**src/rtl/uart_txq_pkg.sv**
```systemverilog
package uart_txq_pkg;

    localparam int unsigned FRAME_W = 12;
    localparam int unsigned OSR     = 16;

    typedef enum logic [1:0] {
        PAR_OFF  = 2'b00,
        PAR_EVEN = 2'b01,
        PAR_ODD  = 2'b10,
        PAR_OFF2 = 2'b11
    } par_e;

    typedef struct packed {
        logic [FRAME_W-1:0] bits;   // sent from bit 0 upward
        logic [3:0]         nbits;  // number of bit slots used
    } frame_t;

    function automatic frame_t make_frame(input logic [7:0] d,
                                          input logic [1:0] psel,
                                          input logic       stop2);
        frame_t f;
        logic   has_par;
        logic   pbit;
        has_par = (psel == PAR_EVEN) || (psel == PAR_ODD);
        pbit    = (psel == PAR_ODD) ? ~^d : ^d;
        f.bits  = '1;
        f.bits[0]   = 1'b0;
        f.bits[8:1] = d;
        if (has_par) f.bits[9] = pbit;
        f.nbits = 4'd10 + {3'd0, has_par} + {3'd0, stop2};
        return f;
    endfunction

    function automatic int unsigned trig_level(input logic [1:0] sel,
                                               input int unsigned depth);
        case (sel)
            2'd0:    return depth / 8;
            2'd1:    return depth / 4;
            2'd2:    return depth / 2;
            default: return depth - depth / 8;
        endcase
    endfunction

endpackage

```
**src/rtl/uart_txq_store.sv**
```systemverilog
module uart_txq_store #(
    parameter int unsigned DEPTH = 64,
    localparam int unsigned AW = $clog2(DEPTH),
    localparam int unsigned CW = $clog2(DEPTH + 1)
) (
    input  logic          clk,
    input  logic          rst,
    input  logic          push,
    input  logic          pop,
    input  logic [7:0]    din,
    output logic [7:0]    dout,
    output logic [CW-1:0] count
);
    logic [7:0]    mem [DEPTH];
    logic [AW-1:0] wp, rp;

    always_ff @(posedge clk) begin
        if (rst) begin
            wp    <= '0;
            rp    <= '0;
            count <= '0;
        end else begin
            if (push) begin
                mem[wp] <= din;
                wp      <= wp + 1'b1;
            end
            if (pop) rp <= rp + 1'b1;
            count <= count + CW'(push) - CW'(pop);
        end
    end

    assign dout = mem[rp];

    AST_NO_OVERFLOW: assert property (@(posedge clk) disable iff (rst)
        count <= CW'(DEPTH)) else $error("queue count above depth");
    AST_NO_UNDERRUN: assert property (@(posedge clk) disable iff (rst)
        pop |-> count != '0) else $error("pop from empty queue");

endmodule

```
**src/rtl/uart_txq_shifter.sv**
```systemverilog
module uart_txq_shifter
    import uart_txq_pkg::*;
(
    input  logic   clk,
    input  logic   rst,
    input  logic   tick,
    input  logic   load,
    input  frame_t frame,
    output logic   txd,
    output logic   busy
);
    logic [FRAME_W-1:0]     sr;
    logic [3:0]             nb;
    logic [3:0]             bcnt;
    logic [$clog2(OSR)-1:0] tcnt;

    always_ff @(posedge clk) begin
        if (rst) begin
            busy <= 1'b0;
            sr   <= '1;
            nb   <= 4'd10;
            bcnt <= '0;
            tcnt <= '0;
        end else if (load && !busy) begin
            busy <= 1'b1;
            sr   <= frame.bits;
            nb   <= frame.nbits;
            bcnt <= '0;
            tcnt <= '0;
        end else if (busy && tick) begin
            if (tcnt == $clog2(OSR)'(OSR - 1)) begin
                tcnt <= '0;
                sr   <= {1'b1, sr[FRAME_W-1:1]};
                if (bcnt == nb - 4'd1) busy <= 1'b0;
                else                   bcnt <= bcnt + 4'd1;
            end else begin
                tcnt <= tcnt + 1'b1;
            end
        end
    end

    assign txd = busy ? sr[0] : 1'b1;

    AST_IDLE_MARK: assert property (@(posedge clk) disable iff (rst)
        !busy |-> txd) else $error("line not marking while idle");
    AST_START_LOW: assert property (@(posedge clk) disable iff (rst)
        $rose(busy) |-> !txd) else $error("character not opened by start bit");
    AST_BIT_HOLD: assert property (@(posedge clk) disable iff (rst)
        (busy && !tick && $past(busy)) |=> $stable(txd) || !busy) else $error("bit changed without tick");

endmodule

```
**src/rtl/uart_txq_top.sv**
```systemverilog
module uart_txq_top
    import uart_txq_pkg::*;
#(
    parameter int unsigned DEPTH = 64
) (
    input  logic       clk,
    input  logic       rst,
    input  logic       wr_en,
    input  logic [7:0] wr_data,
    input  logic       queue_on,
    input  logic [1:0] trig_sel,
    input  logic [1:0] par_sel,
    input  logic       two_stop,
    input  logic       tick16,
    input  logic       cts_n,
    input  logic       cts_auto,
    input  logic       int_en,
    output logic       txd,
    output logic       hold_empty,
    output logic       shift_empty,
    output logic       tx_int
);
    localparam int unsigned CW = $clog2(DEPTH + 1);

    logic [CW-1:0] count, cap, trig;
    logic [7:0]    head;
    logic          push, pop, busy, full, held_off, req;
    frame_t        frm;

    assign cap      = queue_on ? CW'(DEPTH) : CW'(1);
    assign trig     = CW'(trig_level(trig_sel, DEPTH));
    assign full     = count >= cap;
    assign push     = wr_en && !full;
    assign held_off = cts_auto && cts_n;
    assign pop      = !busy && (count != '0) && !held_off;
    assign frm      = make_frame(head, par_sel, two_stop);

    uart_txq_store #(.DEPTH(DEPTH)) u_store (
        .clk(clk), .rst(rst), .push(push), .pop(pop),
        .din(wr_data), .dout(head), .count(count)
    );

    uart_txq_shifter u_shift (
        .clk(clk), .rst(rst), .tick(tick16), .load(pop),
        .frame(frm), .txd(txd), .busy(busy)
    );

    always_ff @(posedge clk) begin
        if (rst) begin
            req <= 1'b0;
        end else if (wr_en) begin
            req <= 1'b0;
        end else if (pop) begin
            if (count == CW'(1))                 req <= 1'b1;
            else if (queue_on && count == trig)  req <= 1'b1;
        end
    end

    assign hold_empty  = (count == '0);
    assign shift_empty = hold_empty && !busy;
    assign tx_int      = req && int_en;

    AST_CTS_HOLD: assert property (@(posedge clk) disable iff (rst)
        $rose(busy) |-> $past(!(cts_auto && cts_n))) else $error("start while clear-to-send off");
    AST_INT_GATE: assert property (@(posedge clk) disable iff (rst)
        !int_en |-> !tx_int) else $error("interrupt not masked");
    AST_WRITE_CLEARS: assert property (@(posedge clk) disable iff (rst)
        wr_en |=> !tx_int) else $error("write left interrupt pending");
    AST_SHIFT_EMPTY: assert property (@(posedge clk) disable iff (rst)
        shift_empty |-> hold_empty && txd) else $error("shifter empty while data held");
    AST_DROP_FULL: assert property (@(posedge clk) disable iff (rst)
        (full && !pop && !$past(rst)) |=> $stable(count) || $past(!wr_en)) else $error("write accepted when full");

endmodule

```
**config.mk**
```make
export PLATFORM = sky130hd
export DESIGN_NAME = uart_txq_top
export DESIGN_NICKNAME = d
export VERILOG_FILES = /design/src/rtl/uart_txq_pkg.sv /design/src/rtl/uart_txq_store.sv /design/src/rtl/uart_txq_shifter.sv /design/src/rtl/uart_txq_top.sv
export SDC_FILE = /design/constraint.sdc
export NUM_CORES = 1
export LEC_CHECK = 0
export BUFFER_PORTS_ARGS = -buffer_cell sky130_fd_sc_hd__buf_2
export CAP_MARGIN = 20
export CORE_MARGIN = 2
export CORE_UTILIZATION = 45
export CTS_BUF_LIST = sky130_fd_sc_hd__clkbuf_8
export CTS_CLUSTER_DIAMETER = 60
export DETAILED_ROUTE_END_ITERATION = 10
export PLACE_DENSITY = 0.57
export SLEW_MARGIN = 20
export SYNTH_ARGS = -nofsm -noshare
export SYNTH_HDL_FRONTEND = slang
export SYNTH_SLANG_ARGS = --single-unit
```
**constraint.sdc**
```tcl
create_clock -name clk -period 5.07 [get_ports clk]
set_clock_uncertainty 0.1 [all_clocks]
set_input_delay 0.2535 -clock clk [delete_from_list [all_inputs] [get_ports clk]]
set_output_delay 0.2535 -clock clk [all_outputs]
set_load 0.01 [all_outputs]
```
# After elaboration in Yosys (flattened, before gate mapping)
# Memories as Yosys holds them, arrays and structs flattened. A register that Yosys moved wholly into a read port is not among the register bits.
# Cells that the tools add are included.
# word_totals
regBits,43
n_memories,1
ram_bits,512
out_inout_bits,4
input_bits,21
word_cells,77
# classes
order_cmp,1
add_sub_neg,9
mux,20
bitwise_logic,1
n_eq_ne,8
reduce_logical,28
# mem_list
name,depth,width,read_ports,rd_ports_with_merged_regs,wr,line,text
u_store.mem,64,8,1,1,1,uart_txq_store.sv:14,logic [7:0] mem [DEPTH];
# ops
cell,n
$mux 10,3
$pmux 6 s3,1
$add 6x1->6 const B,2
$mux 1,12
$mux 6,2
$logic_and 1x1->1,9
$add 4x1->4 const B,2
$reduce_bool 2->1,4
$reduce_xnor 8->1,1
$reduce_xor 8->1,1
$add 7x1->7,1
$eq 7x1->1 const B,1
$eq 7x7->1,1
$ge 7x7->1,1
$logic_not 7->1,1
$mux 7,1
$reduce_bool 7->1,1
$sub 7x1->7,1
$reduce_and 3->1,2
$add 4x1->4,1
$add 4x1->4 const A,1
$eq 2x1->1 const B,2
$eq 2x2->1 const B,2
$eq 4x4->1,1
other kinds (9),13

# Depth between registers and ports, before layout
# Gate-level depths: netlist (run 1).
# depth
ltp_word,7
ltp_mapped,17
ltp_nobuf,16

# By module
# A second synthesis (run 1) with hierarchy kept.
# hier_totals
hier_cells,1238
hier_area_um2,22520.3
# modules_own_cells
mod,area_each_um2,cells_per_inst,n_inst,seq_area_each_um2
uart_txq_store,20973.9,1046,1,15875.2
uart_txq_shifter,1199.9,146,1,500.5
uart_txq_top,346.6,46,1,20.0

# Worst setup path after synthesis (run 1)
# OpenSTA, ideal clock, no wires.
# synth_path
path_kind,register to register
from,reg u_store.count[3]
to,reg u_store.count[6]
required_ns,4.842
period_less_slack_ns,3.168
t_arrival_ns,2.941
setup_ns,0.128
path_buffers,1
path_slack_ns,1.902
stages_incl_launch_ff,18
path_cell_list,dfxtp_1 inv_1 ha_1 nand3_1 nor3_1 nor2_1 clkbuf_1 nand2_1 nand2_1 ha_1 fa_1 a21oi_1 nor2_1 nor2_1 o21bai_1 a21oi_1 xnor2_1 nor2_1
# synth_via
elab_chain_len,5
word_cells_on_any_way,8
classes_between,2 x add/sub; 1 x order compare; 5 x reduce/logical
# synth_rtl
element,line,text
from (decl),uart_txq_store.sv:12,output logic [CW-1:0] count
from (signal assigned),uart_txq_store.sv:28,count <= count + CW'(push) - CW'(pop);
$ge 7x7->1,uart_txq_top.sv:32,assign full = count >= cap;
$logic_not 1->1,uart_txq_top.sv:33,assign push = wr_en && !full;
$logic_and 1x1->1,uart_txq_top.sv:33,
$add 7x1->7,uart_txq_store.sv:28,
$sub 7x1->7 (*),uart_txq_store.sv:28,
# Every way passes the cells marked *; elsewhere a longest branch is shown, timed or not.
# A chain may end at the register's enable or synchronous reset.

==> results.md, run 1 <==
- Hold path startpoint: wr_data[7]
- Syn avg cell area: 18.6 um^2
- Part of the cycle the worst path needs: 0.796
- Routability cong.: 0.875
- Post-CTS Hold Buffers: 7
- Post-route ant nets: 0
- Layout cells sized above 1: 0.236
- Avg WL per Cell: 26.0 um
- Setup TNS Final: 0 ns
- DR DRC count: 0
- Die height: 227 um
- Min-delay worst type: in2reg
- Largest net degree at the start of global routing: 65
- Critical path, cell by cell: buf_4 > mux4_2 > mux2i_1 > o22ai_1 > a211oi_1 > o21ai_0 > xnor3_1 > xnor3_1 > a21oi_1
- Commonest non-fill, non-tap cell in the layout: edfxtp_1
- Sequential area share after synthesis: 0.729
- Dominant synthesized flop cell: edfxtp_1
- Worst path arrival time: 4.49 ns
- Port-buffer cells: 24
- Post-Syn Area: 22400 um^2
- Worst reg2reg endpoint: u_shift.sr[9]
- Post-synth EDFFs: 512
- Final Max Tran Viols: 0
- Synth async-reset ratio: 0
- Slew Limit Headroom: 0.333
- PD cells: 456 nW/um^2
- Initial drt markers: 1205
- Top cells by area, synth: edfxtp_1 (69%), mux4_2 (13%), dfxtp_1 (4.3%)
- Cells after Synth: 1204
- CTS max path bufs: 3
- Maximum vdd ir drop: 0.182 mV
- Fin. Hold Viols: 0
- Commonest non-fill, non-tap cells in the layout: edfxtp_1 (512), mux4_2 (125), nor2_1 (106)
- Synth top area share: 0.686
- Initial Util: 0.457
- Maximum fanout along the worst path: 23
- Ant diodes: 0
- Final min period: 4.03 ns
- Inserted Clock Buffers: 93
- H-Tree Depth: 3
- Yosys top cell by area: edfxtp_1
- Max cap viols: 0
- Number of global-route vias before repair: 11800
- Post-CTS Setup Bufs: 0
- Total grt overflow: 0
- Crit end category: flip-flop
- Fill cell count: 4055
- Unrepaired setup endpoints after global routing: no
- Area of the core: 49100 um^2
- Fin util: 0.513
- Setup CP Type: reg2reg
- Number of distinct library cells after synthesis: 57
- Worst Path Required: 5.52 ns
- Worst Reg-to-Reg Cells: 9
- Lkg Pwr: 0.00811 uW
- First-pass GRT wire length: 78100 um
- Skew-Pair Late Insertion Delay: 0.68 ns
- Hpwl dp: 32700 um
- Hold Path Depth: 1
- Status: completed
- # nets final: 1348
- Layout area overhead: 12.3%
- Startpoint Class: flip-flop
- Routed WL: 53200 um
- Root Buffer: clkbuf_8
- Slew of the pin with the lowest slew margin: 0.996 ns
- First-pass DRT Iterations: 5
- Vias per cell: 5.67
- Die ar.: 51600 um^2
- Hold Path End: u_store.mem[2][7]
- FP Rows: 81
- Die X: 227 um
- Resized cells post-CTS: 0
- Setup-failing EPs final: 0
- CTS tree: yes
- Total number of vias: 11600
- I/O Pins: 25
- Worst-path clk slew: 0.06 ns
- Register bit total from synthesis: 560
- CP delay by family, top: compound AO/OA/AOI/OAI gates
- Total track usage: 0.213
- CTS sink cnt: 560
- CP max-delay cell: dfxtp_4
- Most frequent CP cell: xnor3_1
- Initial antenna violation count: 0
- Sum of buffers and inverters on the critical path: 1
- Fmax: 248 MHz
- Syn_nets: 1248
- Yosys warns: 0
- Crit-path max cell delay: 0.58 ns
- Reg2reg setup slack: 1.04 ns
==> registers in the layout, summed over array words and instances (netlist names), named ones only <==
| register | flops |
|---|---|
| req | 1 |
| u_shift.bcnt | 4 |
| u_store.rp | 6 |
| u_store.wp | 6 |
| u_store.mem | 512 |
| u_shift.tcnt | 4 |
| u_shift.sr | 10 |
| u_store.count | 7 |
| u_shift.busy | 1 |
| u_shift.nb | 3 |
==> synthesized netlist by cell type, types with 3 or more instances <==
cell and n:
a22oi_1 23, mux2i_1 22, xnor2_1 13, buf_1 6, ha_1 22, o22ai_1 6, a31oi_1 3, nand3_1 22
a21o_1 4, mux4_2 125, clkbuf_1 21, nand3b_1 8, buf_6 5, mux2_2 5, xnor3_1 3, buf_2 23
dfxtp_1 48, inv_1 16, edfxtp_1 512, o31ai_1 3, o21ai_0 15, nand4_1 10, xor2_1 17, a22o_1 4
a221oi_1 3, a21oi_1 26, nor2b_1 11, nand2_1 51, or2_2 3, nand2b_1 14, nor3_1 8, and4_1 3
nor2_1 107, mux4_1 4, and2_1 3, o21bai_1 3, buf_4 6
==> layout make-up <==
class                      instances  area, um^2  share of cell area
sequential                       560       16300               0.649
multi-input combinational        564        5670               0.225
clock buffer                      97        1340              0.0530
tap                              664         831              0.0330
timing repair buffer              68         498              0.0198
clock inverter                    73         448              0.0178
inverter                          17        63.8             0.00253
==> metal layers <==
metal	global-route usage	vias up	part of all wire	routed length (um)
li1	-	5032	-	-
met3	0.0489	67	0.070	3740
met5	0	-	0	0
met4	0.0820	0	0.027	1430
met2	0.313	427	0.45	23900
met1	0.310	6060	0.45	24100
==> kinds of logic (layout without fill, tap and decap cells) <==
logic type,after synthesis,count (layout),share of synthesized area
buffers and inverters,80,255,0.0188
AND/OR/NAND/NOR,252,252,0.0531
XOR/XNOR,33,33,0.0147
AO/OA/AOI/OAI,100,100,0.0291
adder cells (fa/ha/maj),23,23,0.0132
flip-flops,560,560,0.729
multiplexers,156,156,0.143
==> where the power goes <==
group,switching [uW],internal (uW)
registers,158,5140
clock network,1830,2000
logic,1200,1170
==> per-stage QoR <==
| stage | hold WS [ns] | total power [uW] | setup WS [ns] | cells | instance area [um^2] |
|---|---|---|---|---|---|
| floorplan | 0.233 | 7150 | 1.90 | 1204 | 22400 |
| global placement | 0.348 | 7770 | 1.09 | 1866 | 23300 |
| detailed placement | 0.351 | 7780 | 1.07 | 1866 | 23300 |
| CTS | 0.0130 | 11600 | 1.03 | 2043 | 25200 |
| global route | 0.0320 | 12000 | 0.905 | 2043 | 25200 |
| finish | 0.0545 | 11500 | 1.04 | 2043 | 25200 |
==> worst max path at each step <==
stage,cells past startpoint,startpoint,slack (ns),to
detailed placement,9,flip-flop,1.07,u_shift.sr[9]
global route,9,flip-flop,0.91,u_shift.sr[9]
finish,9,flip-flop,1.04,u_shift.sr[9]
floorplan,17,u_store.count[3],1.90,u_store.count[6]
CTS,9,flip-flop,1.03,u_shift.sr[9]
global placement,9,flip-flop,1.09,u_shift.sr[9]
No activity file was read; power rests on OpenSTA's default activity.
==> inputs of run 2 (changes only) <==
Settings changed: ABC_AREA from default to 1.
Clock period 5.07 ns to 4.07 ns, I/O delays scaled along.
==> results.md, run 2 <==
- FP Rows: 84 (+3.7%)
- Max cap viols: 0 (unchanged)
- Fill cell count: 4667 (+15%)
- Crit end category: flip-flop
- Storage cell area: 16300 um^2 (unchanged)
- Routability cong.: 0.852 (-2.7%)
- Sum of buffers and inverters on the critical path: 2 (+1)
- Number of distinct library cells after synthesis: 37 (-35%)
- Largest regs: u_store.mem (512), u_shift.sr (10), u_store.count (7)
- Yosys top cell by area: edfxtp_1
- Worst Path Required: 4.25 ns (-1.27 ns)
- # nets final: 2271 (+68%)
- Layout area overhead: 10.9%
- Die height: 233 um (+2.7%)
- Lkg Pwr: 0.00980 uW (+21%)
- Routed WL: 60100 um (+13%)
- Most common cell in the synthesized netlist: nand2_1
- Layout cells sized above 1: 0.0974 (-0.138)
- I/O Pins: 25 (unchanged)
- Setup-failing EPs final: 0 (unchanged)
- Setup CP Type: reg2reg
- Setup TNS Final: 0 ns (unchanged)
- Port-buffer cells: 24 (unchanged)
- Hpwl dp: 35400 um (+8.3%)
- Skew-Pair Late Insertion Delay: 0.67 ns (about the same)
- Most flop-heavy register: u_store.mem
- Synth async-reset ratio: 0 (unchanged)
- PD cells: 561 nW/um^2 (+23%)
- Commonest non-fill, non-tap cell in the layout: nand2_1
- Register bit total from synthesis: 560 (unchanged)
- Syn_nets: 2194 (+76%)
- Initial drt markers: 1391 (+15%)
- Cells after Synth: 2150 (+79%)
- Area of the multi-input gates: 6270 um^2 (+11%)
- Final worst slack: 0.773 ns (-0.262 ns)
- Resized cells post-CTS: 0 (unchanged)
- Part of the cycle the worst path needs: 0.810 (+0.0143)
- Post-CTS Setup Bufs: 0 (unchanged)
- Syn avg cell area: 11.0 um^2 (-41%)
- Total grt overflow: 0 (unchanged)
- Commonest non-fill, non-tap cells in the layout: nand2_1 (723), edfxtp_1 (512), nand3_1 (453)
- DR DRC count: 0 (unchanged)
- Maximum fanout along the worst path: 8 (-65%)
- Final min period: 3.30 ns (-0.738 ns)
- Post-synth EDFFs: 512 (unchanged)
- Status: completed
- Ant diodes: 0 (unchanged)
- Post-Syn Area: 23700 um^2 (+5.6%)
- Startpoint Class: flip-flop
- Total number of vias: 15800 (+37%)
- Area of the core: 52200 um^2 (+6.5%)
- Dominant synthesized flop cell: edfxtp_1
- Vias per cell: 5.30 (-6.5%)
- Maximum vdd ir drop: 0.388 mV (+110%)
- CTS tree: yes
- CP delay by family, top: simple AND/OR/NAND/NOR gates
- CP max-delay cell: nor2_1
- Die ar.: 54500 um^2 (+5.5%)
- Total track usage: 0.225 (+0.0122)
- Largest net degree at the start of global routing: 160 (+150%)
- Critical path, cell by cell: inv_1 > ha_1 > nand2_1 > nand2_1 > nand3_1 > o21ai_0 > nand3_1 > nor2_1 > nand4_1 > buf_4 > nor2_1
- Fin. Hold Viols: 0 (unchanged)
- Initial antenna violation count: 0 (unchanged)
- Largest register FFs: 512 (unchanged)
- First-pass GRT wire length: 92500 um (+18%)
- Avg WL per Cell: 20.1 um (-23%)
- CTS sink cnt: 560 (unchanged)
- Worst-path clk slew: 0.06 ns (about the same)
- Min-delay worst type: in2reg
- First-pass DRT Iterations: 6 (+1)
- Unrepaired setup endpoints after global routing: no
- Number of global-route vias before repair: 15500 (+32%)
- Sequential area share after synthesis: 0.690 (-0.0385)
- Die X: 233 um (+2.7%)
- Inserted Clock Buffers: 93 (unchanged)
- Slew of the pin with the lowest slew margin: 1.03 ns (+0.0334 ns)
- Crit-path max cell delay: 0.76 ns (+0.18 ns)
- Root Buffer: clkbuf_8
- Worst path arrival time: 3.48 ns (-1.01 ns)
- Post-CTS Hold Buffers: 8 (+1)
- Post-route ant nets: 0 (unchanged)
- Fmax: 303 MHz (+22%)
- H-Tree Depth: 3 (unchanged)
- Synth top area share: 0.650 (-0.0362)
- Final Max Tran Viols: 0 (unchanged)
- Yosys warns: 0 (unchanged)
- CTS max path bufs: 3 (unchanged)
- Initial Util: 0.453 (-0.00392)
- Top cells by count, synth: nand2_1 (723), edfxtp_1 (512), nand3_1 (453)
- Dpl ws: 0.854 ns (-0.216 ns)
- Slew Limit Headroom: 0.314 (-0.0198)
- Top cells by area, synth: edfxtp_1 (65%), nand2_1 (11%), nand3_1 (9.6%)
[run 2: cell count changes after synthesis, sizes merged, moves of 20 or more]
cell	delta
a22oi	-23
buf	+63
inv	+53
mux2i	-22
mux4	-129
nand2	+672
nand3	+431
o21ai	+20
[run 2: area by class of cell]
cell class,count,share of cell area
inverter,71,0.0104
clock inverter,67,0.0110
sequential,560,0.623
multi-input combinational,1404,0.239
timing repair buffer,97,0.0315
clock buffer,100,0.0524
tap,688,0.0328
[run 2: where the power goes]
group          internal (uW)  switching (uW)
clock                   2260            2220
sequential              6400            82.2
combinational           1150            2620
total                   9810            4920
[run 2: cell families after synthesis]
kind of cell             after synthesis  share of synthesized area
AND/OR/NAND/NOR                     1294                      0.231
flip-flops                           560                      0.690
buffers and inverters                186                     0.0449
AO/OA/AOI/OAI                         82                     0.0200
adder cells (fa/ha/maj)               23                     0.0125
XOR/XNOR                               5                    0.00185
[run 2: final timing paths]
path                                       start                  to  slack (ns)  depth (start not counted)
worst min register to register     u_shift.nb[2]       u_shift.nb[2]        0.38                          2
worst max register to register  u_store.count[1]  u_store.mem[35][2]        0.77                         11
worst min-delay path                  wr_data[6]  u_store.mem[18][6]        0.05                          1
worst max-delay path            u_store.count[1]  u_store.mem[35][2]        0.77                         11
[run 2: stage by stage]
| stage | instances | utilization | hold slack (ns) | total power, uW | instance area, um^2 |
|---|---|---|---|---|---|
| after floorplan | 2150 | - | 0.183 | 9370 | 23700 |
| after global placement | 2812 | 0.469 | 0.302 | 10300 | 24500 |
| after detailed placement | 2812 | 0.469 | 0.309 | 10400 | 24500 |
| after CTS | 2987 | 0.502 | 0.0176 | 14900 | 26200 |
| after global routing | 2987 | 0.502 | 0.0506 | 15600 | 26200 |
| final | 2987 | 0.502 | 0.0536 | 14700 | 26200 |
[run 2: worst reg2reg max path, delay by kind of cell, from the launching register on]
kind | cells | cell delay (ns)
AND/OR/NAND/NOR | 7 | 1.75
buffers and inverters | 2 | 0.39
flip-flops | 1 | 0.33
adder cells (fa/ha/maj) | 1 | 0.17
AO/OA/AOI/OAI | 1 | 0.17
[run 2: layer usage]
metal	global-route usage	vias to the layer above	routed length (um)
li1	-	7627	-
met1	0.314	7662	26700
met2	0.363	444	28700
met3	0.0350	98	3310
met4	0.0721	0	1360
met5	0	-	0
